### src/rtl/ipi_pkg.sv
// Package: shared register selector type and address decode helper for the
// per-core interrupt register bank. Assumes word-aligned 32-bit accesses.
package ipi_pkg;

    localparam int unsigned DATA_W   = 32;
    localparam int unsigned ADDR_W   = 8;
    localparam int unsigned MB_WORDS = 8;
    localparam int unsigned MB_IDX_W = $clog2(MB_WORDS);

    typedef enum logic [2:0] {
        SEL_PEND,
        SEL_MASK,
        SEL_SET,
        SEL_CLR,
        SEL_MBOX,
        SEL_RING,
        SEL_NONE
    } ipi_sel_e;

    // Map a word offset (address bits 7:2) to a register selector.
    function automatic ipi_sel_e word_to_sel(input logic [5:0] word);
        ipi_sel_e s;
        case (word)
            6'h00:   s = SEL_PEND;
            6'h01:   s = SEL_MASK;
            6'h02:   s = SEL_SET;
            6'h03:   s = SEL_CLR;
            6'h10:   s = SEL_RING;
            default: s = (word[5:3] == 3'b001) ? SEL_MBOX : SEL_NONE;
        endcase
        return s;
    endfunction

endpackage

### src/rtl/ipi_addr_decode.sv
// Address decoder: turns the low byte of the access address into a register
// selector and a message word index. Assumes bits 1:0 carry no meaning.
module ipi_addr_decode
    import ipi_pkg::*;
(
    input  logic [ADDR_W-1:0]   addr,
    output ipi_sel_e            sel,
    output logic [MB_IDX_W-1:0] mb_idx
);

    // Combinational decode of the word offset.
    always_comb begin
        sel    = word_to_sel(addr[7:2]);
        mb_idx = addr[2 +: MB_IDX_W];
    end

endmodule

### src/rtl/ipi_core_regs.sv
// One core's register set: pending word, mask, message words and its
// interrupt line. Assumes at most one of set/clear/mask/message write is
// active in a cycle; the parent guarantees this (one access per cycle).
module ipi_core_regs
    import ipi_pkg::*;
(
    input  logic                clk,
    input  logic                rst_n,
    input  logic                set_en,
    input  logic [DATA_W-1:0]   set_val,
    input  logic                clr_en,
    input  logic                mask_we,
    input  logic                mb_we,
    input  logic [MB_IDX_W-1:0] mb_idx,
    input  logic [DATA_W-1:0]   wdata,
    input  ipi_sel_e            rd_sel,
    output logic [DATA_W-1:0]   rd_data,
    output logic                irq
);

    logic [DATA_W-1:0] pend_q;
    logic [DATA_W-1:0] mask_q;
    logic [DATA_W-1:0] mbox_q [MB_WORDS];
    logic [DATA_W-1:0] pend_set;
    logic [DATA_W-1:0] pend_clr;

    // Next pending values for the set and clear paths.
    always_comb begin
        pend_set = pend_q | set_val;
        pend_clr = pend_q & ~wdata;
    end

    // Pending word, mask and interrupt line update.
    always_ff @(posedge clk) begin
        if (!rst_n) begin
            pend_q <= '0;
            mask_q <= '0;
            irq    <= 1'b0;
        end else begin
            if (mask_we) begin
                mask_q <= wdata;
            end
            if (set_en) begin
                pend_q <= pend_set;
                if ((pend_set & mask_q) != '0) begin
                    irq <= 1'b1;
                end
            end else if (clr_en) begin
                pend_q <= pend_clr;
                if (pend_clr == '0) begin
                    irq <= 1'b0;
                end
            end
        end
    end

    // Message word storage, one register per word.
    for (genvar w = 0; w < MB_WORDS; w++) begin : g_mbox
        always_ff @(posedge clk) begin
            if (!rst_n) begin
                mbox_q[w] <= '0;
            end else if (mb_we && (mb_idx == MB_IDX_W'(w))) begin
                mbox_q[w] <= wdata;
            end
        end
    end

    // Read data for the selected register; write-only and unmapped read 0.
    always_comb begin
        case (rd_sel)
            SEL_PEND: rd_data = pend_q;
            SEL_MASK: rd_data = mask_q;
            SEL_MBOX: rd_data = mbox_q[mb_idx];
            default:  rd_data = '0;
        endcase
    end

endmodule

### src/rtl/ipi_bank.sv
// Top: N per-core register sets behind one 32-bit register port. The
// requester ID steers each access; a ring command sets a vector bit in
// another core's set. Responses are registered, one cycle after the access.
// Assumes N >= 1 and N <= 2**CID_W.
module ipi_bank
    import ipi_pkg::*;
#(
    parameter int unsigned N     = 4,
    parameter int unsigned CID_W = 10
) (
    input  logic              clk,
    input  logic              rst_n,
    input  logic              req_valid,
    input  logic              req_write,
    input  logic [7:0]        req_addr,
    input  logic [31:0]       req_wdata,
    input  logic [CID_W-1:0]  req_core,
    output logic              rsp_valid,
    output logic [31:0]       rsp_rdata,
    output logic              rsp_err,
    output logic              rsp_ro_wr,
    output logic [N-1:0]      irq_out
);

    localparam int unsigned TGT_LSB = 16;
    localparam int unsigned VEC_W   = 5;

    ipi_sel_e              sel;
    logic [MB_IDX_W-1:0]   mb_idx;
    logic                  req_ok;
    logic                  tgt_ok;
    logic [CID_W-1:0]      tgt;
    logic                  wr_acc;
    logic                  rd_acc;
    logic [DATA_W-1:0]     set_val;
    logic [DATA_W-1:0]     rd_core [N];
    logic [DATA_W-1:0]     rd_pick;

    ipi_addr_decode u_dec (
        .addr   (req_addr),
        .sel    (sel),
        .mb_idx (mb_idx)
    );

    // Access qualification: known requester, known ring target.
    always_comb begin
        tgt     = req_wdata[TGT_LSB +: CID_W];
        req_ok  = 32'(req_core) < N;
        tgt_ok  = 32'(tgt) < N;
        wr_acc  = req_valid && req_write && req_ok;
        rd_acc  = req_valid && !req_write && req_ok;
        set_val = (sel == SEL_RING) ? (DATA_W'(1) << req_wdata[VEC_W-1:0]) : req_wdata;
    end

    // One register set per core with its own write strobes.
    for (genvar c = 0; c < N; c++) begin : g_core
        logic own;
        logic ring_hit;
        assign own      = wr_acc && (req_core == CID_W'(c));
        assign ring_hit = wr_acc && (sel == SEL_RING) && tgt_ok && (tgt == CID_W'(c));

        ipi_core_regs u_regs (
            .clk     (clk),
            .rst_n   (rst_n),
            .set_en  ((own && (sel == SEL_SET)) || ring_hit),
            .set_val (set_val),
            .clr_en  (own && (sel == SEL_CLR)),
            .mask_we (own && (sel == SEL_MASK)),
            .mb_we   (own && (sel == SEL_MBOX)),
            .mb_idx  (mb_idx),
            .wdata   (req_wdata),
            .rd_sel  (sel),
            .rd_data (rd_core[c]),
            .irq     (irq_out[c])
        );
    end

    // Select the requester's read data.
    always_comb begin
        rd_pick = '0;
        for (int c = 0; c < N; c++) begin
            if (req_core == CID_W'(c)) begin
                rd_pick = rd_core[c];
            end
        end
    end

    // Registered response, one cycle after the access.
    always_ff @(posedge clk) begin
        if (!rst_n) begin
            rsp_valid <= 1'b0;
            rsp_rdata <= '0;
            rsp_err   <= 1'b0;
            rsp_ro_wr <= 1'b0;
        end else begin
            rsp_valid <= req_valid;
            rsp_rdata <= rd_acc ? rd_pick : '0;
            rsp_err   <= req_valid && (!req_ok || (req_write && (sel == SEL_RING) && !tgt_ok));
            rsp_ro_wr <= wr_acc && (sel == SEL_PEND);
        end
    end

endmodule

### config.mk
export PLATFORM = sky130hd
export DESIGN_NAME = ipi_bank
export DESIGN_NICKNAME = d
export VERILOG_FILES = /design/src/rtl/ipi_pkg.sv /design/src/rtl/ipi_addr_decode.sv /design/src/rtl/ipi_core_regs.sv /design/src/rtl/ipi_bank.sv
export SDC_FILE = /design/constraint.sdc
export NUM_CORES = 2
export LEC_CHECK = 0
export BUFFER_PORTS_ARGS = -buffer_cell sky130_fd_sc_hd__buf_2
export CAP_MARGIN = 20
export CORE_MARGIN = 2
export CORE_UTILIZATION = 47
export DETAILED_ROUTE_END_ITERATION = 8
export GPL_ROUTABILITY_DRIVEN = 0
export SETUP_SLACK_MARGIN = 0.15
export SYNTH_ARGS = -nofsm -noshare
export SYNTH_HDL_FRONTEND = slang
export SYNTH_HIERARCHICAL = 1
export SYNTH_SLANG_ARGS = --single-unit
### constraint.sdc
create_clock -name clk -period 5.52 [get_ports clk]
set_input_delay 0.276 -clock clk [delete_from_list [all_inputs] [get_ports clk]]
set_output_delay 0.276 -clock clk [all_outputs]
set_load 0.02 [all_outputs]
Word-level counts from Yosys, hierarchy flattened. Memory sizes are Yosys's and may differ from the RTL's. Index checks and enable logic that the tools add are counted.

Logic and storage cells: 359. Memories: 4. Output and inout bits: 39. Bits in writable memories: 1024. Flip-flop bits (word level): 295.

Magnitude comparators: 2. Reduce and logical (&&, ||, !) cells: 100. Shift operators: 1. Eq/ne operators: 27. Bitwise operators: 45. Mux-type cells: 164.

Memory list: g_core[0].u_regs.mbox_q (depth 8, bits a word 32, read ports 1, clocked after Yosys merged registers in 0, wr ports 8, line ipi_core_regs.sv:23) `logic [DATA_W-1:0] mbox_q [MB_WORDS];`; g_core[1].u_regs.mbox_q (depth 8, bits a word 32, read ports 1, clocked after Yosys merged registers in 0, wr ports 8, line ipi_core_regs.sv:23); g_core[2].u_regs.mbox_q (depth 8, bits a word 32, read ports 1, clocked after Yosys merged registers in 0, wr ports 8, line ipi_core_regs.sv:23); g_core[3].u_regs.mbox_q (depth 8, bits a word 32, read ports 1, clocked after Yosys merged registers in 0, wr ports 8, line ipi_core_regs.sv:23).

Operator list (count): $mux W32 (45); $pmux W32 S3 (4); $and A32 B32 Y32 (8); $logic_not A32 Y1 (4); $or A32 B32 Y32 (4); $reduce_bool A32 Y1 (4); $mux W1 (113); $logic_and A1 B1 Y1 (66); $eq A10 B2 Y1 const B (4); $not A32 Y32 (1); $or A1 B1 Y1 (32); $shl A1 B5 Y32 const A (1); $eq A10 B1 Y1 const B (2); $logic_not A10 Y1 (2); $lt A10 B3 Y1 const B (2); $eq A3 B3 Y1 const B (6); $reduce_bool A2 Y1 (8); $pmux W3 S5 (1); $eq A3 B2 Y1 const B (4); $eq A6 B2 Y1 const B (2); $reduce_and A3 Y1 (4); $eq A3 B1 Y1 const B (3); $ne A2 B2 Y1 const B (4); $eq A6 B1 Y1 const B (1); 7 further kinds (14).

Longest topological paths before layout.
Depth in word-level cells: 10. Gate-level depth with buffers: 13. Depth with buffers taken out: 10.

Hierarchy. Netlist, hierarchy kept.

By module, submodules not included: ipi_core_regs (cells an instance 1208, times used 4, area each 15348.5 um^2, seq. area each 8988.6 um^2); ipi_bank (cells an instance 293, times used 1, area each 2636.3 um^2, seq. area each 700.7 um^2); ipi_addr_decode (cells an instance 11, times used 1, area each 80.1 um^2, seq. area each 0.0 um^2).

Worst setup path after synthesis. Ideal clock, no wire load.

Path type: input -> register. Start point: in req_addr[2]. End point: mem g_core[1].u_regs.mbox_q[0][0] (enable). Arrival: 4.318 ns. Setup slack: 0.732 ns. Stages on the path: 7. Required time: 5.050 ns. Library setup time: 0.470 ns. Cell sequence: o21ai_0 -> o211ai_1 -> nor3b_1 -> nand4_1 -> nor2_1 -> nand2b_1 -> o31ai_1.

RTL lines: start: declaration (line ipi_bank.sv:15) `input logic [7:0] req_addr,`; end: declaration (line ipi_core_regs.sv:23).

==> results.tsv <==
metric	value	unit
Final Hold Fails	0	
total clock buffers created by CTS	145	
Post-DP HPWL	124	mm
average cell area after synthesis	12.5	sq um
leading cell types in the layout, fill and taps excluded	1024 x edfxtp_1, 994 x and2_1, 295 x dfxtp_1	
library cell with the largest summed area after synthesis	edfxtp_1	
Detailed Routing Iterations Pass 1	8	
net count after synthesis	5190	
DIE WIDTH	373	microns
cell chosen for the clock root	clkbuf_16	
upper clock frequency limit	246	MHz
final worst setup slack	1.45	ns
fraction of final layout cells sized beyond drive strength 1	16.6	%
pin count of the biggest net entering global routing	136	
remaining global-route overflow	0	
placed standard-cell area	0.0669	sq mm
die height	373	microns
status	complete, no violations	
commonest non-fill, non-tap cell in the layout	edfxtp_1	
sequential cell area fraction in the yosys report	57.2	%
share of the clock period used by the worst path	73.6	%
setup repair after global routing missed its margin	false	
class of the most critical setup path	input port to flop	
Arrival @ worst endpoint	4.67	ns
gate count after technology mapping	5136	
detail-routed net length per standard cell	28.6	microns
final critical path time including I/O delays and setup	4.07	ns
count of nets left with antenna violations after detail routing	0	
clock transition at the register clock pins on the worst setup and hold paths after CTS	0.06	ns
core area	0.135	sq mm
number of remaining DRC errors	0	
WL final	201	mm
global-route wire length before repair	288	mm
io pins	93	
number of port buffers	90	
Unique masters post-synth	56	
Final Max Tran Viols	0	
worst slack at placement	1.09	ns
gr usage total	28.5	%
maximum ir drop on the vdd rail	0.227	mV
dominant cells by area after synthesis	edfxtp_1 48%, and2_1 9.7%, dfxtp_1 9.2%	
Clk Latency, worst-skew pair	0.80	ns
CTS tree	done	
Pleak	24.5	nW
area added between synthesis and finish	11.5	%
sink count of the clock tree	1319	
mean number of vias per cell	5.99	
R2R setup slack	2.44	ns
post-synth top area share	48.0	%
endpoint required time on the critical path	6.12	ns
Post-synth ARST share	0	%
post-synthesis sequential element count	1319	
die outline area	0.139	sq mm
CP Launch Type	input port	
Longest Clk Path Bufs	3	
post-route cell area	0.0715	sq mm
count of warnings emitted by yosys	6	
Worst Tran Pin Value	1.33	ns
Slew Limit Headroom	10.6	%
clock skew	0.0288	ns
Resized cells post-CTS	0	
setup TNS after final layout	0	ns
top fanout value on the critical path	49	
via count of the first global-routing pass	40500	
placement row count	135	
EDFF count, synth	1024	
Total Power	0.0224	W
overall via count from detail_route	42100	
endpoint kind of the worst setup timing path	flop	
area of the mapped netlist	0.0641	sq mm
Pwr per Cell Area	313	mW/mm^2
final number of setup-violating endpoints	0	
H-Tree Level Count	4	
antenna violations before repair	15	
worst hold-check path type	input port to flop	
effective utilization at floorplan	47.3	%
1st-iter DRT viols	5069	
dominant register cell in the synthesized netlist	edfxtp_1	
Maximum Capacitance Violations	0	
NumNets Final	5174	
[layout make-up]
| cell class | instances | area [sq um] |
|---|---|---|
| Sequential cell | 1319 | 36700 |
| Inverter | 110 | 413 |
| Tap cell | 1781 | 2230 |
| Clock buffer | 192 | 3900 |
| Multi-Input combinational cell | 3224 | 25100 |
| Timing Repair Buffer | 320 | 2560 |
| Antenna cell | 5 | 12.5 |
| Clock inverter | 68 | 566 |
| Fill cell | 11400 | 64000 |
[through the flow]
step | hold WS, ns | utilization, % | instances
after floorplan | 0.446 | - | 5136
after global placement | 0.492 | 49.4 | 6745
after detailed placement | 0.498 | 49.4 | 6746
after CTS | 0.00593 | 52.7 | 7014
after global routing | 0.0283 | 52.7 | 7014
final | 0.0610 | 52.7 | 7019
[worst max-delay path: stages]
cell and delay [ns]:
buf_8 0.21, or3b_1 0.47, a2111oi_4 0.87, buf_4 0.58
buf_4 0.49, a211oi_1 0.08, a21oi_1 0.19, nor2_1 0.06
nor2b_1 0.17, a211oi_1 1.08, a211oi_1 0.10
[synth_stat cells (5+ instances only)]
cell type and n:
buf_4 45, a22o_1 6, nand4_1 35, nand2b_1 34, nand3b_4 5, o22ai_1 45
mux4_1 12, clkbuf_1 318, and2_1 994, a22oi_1 60, nor2b_1 251, edfxtp_1 1024
nor3_1 41, buf_6 10, buf_1 9, nand2_1 203, nor4_1 34, nor2_1 290
nand3_1 12, nand3_2 5, mux2i_1 276, a21oi_1 160, buf_12 24, dfxtp_1 295
o31ai_1 8, mux4_2 256, a211oi_1 156, a21boi_0 52, inv_1 106, o21ai_0 229
buf_2 77, a211oi_2 13, o21a_1 5
[power breakdown]
group          switching (W)  leakage [nW]  internal (W)
Clock                0.00401          2.17       0.00526
Sequential         0.0000945          12.1        0.0110
Combinational        0.00129          10.2      0.000661
Total                0.00540          24.5        0.0170
[registers in the layout, summed over array words and instances (netlist names)]
name / flops
g_core.u_regs/irq: 4
g_core.u_regs/mask_q: 128
g_core.u_regs/mbox_q: 1024
g_core.u_regs/pend_q: 128
rsp_err: 1
rsp_rdata: 32
rsp_ro_wr: 1
rsp_valid: 1
[metal layers]
metal | vias to the layer above | global-route usage, % | part of all wire, %
met3 | 384 | 6.97 | 9.6
met5 | - | 1.85 | 0.21
met4 | 12 | 9.90 | 3.6
li1 | 18500 | - | -
met1 | 21200 | 39.8 | 42
met2 | 1968 | 43.3 | 45
[logic make-up (layout without fill, tap and decap cells)]
group,after synthesis,count (layout),share of synthesized area [%]
other,0,5,0
AOI/OAI and AO/OA,757,757,7.44
DFF,1319,1319,57.2
muxes,544,544,13.8
and+or+nand+nor,1923,1923,17.0
buffers and inverters,593,690,4.61
[repair_timing]
item / CTS / global route
buffers inserted: 0 / 0
endpoints found under the hold margin: 15 / 0
setup endpoints to repair: 0 / 0
hold buffers: 8 / 0
[worst paths after layout]
check / startpoint / end / cells after the start
max: req_addr[3] / rsp_rdata[19] / 11
min: req_wdata[16] / g_core[1].u_regs/mbox_q[6][16] / 2
max reg2reg: g_core[1].u_regs/mbox_q[7][19] / rsp_rdata[19] / 7
min reg2reg: g_core[0].u_regs/pend_q[18] / g_core[0].u_regs/pend_q[18] / 2
Power figures use the tool's default switching activity.
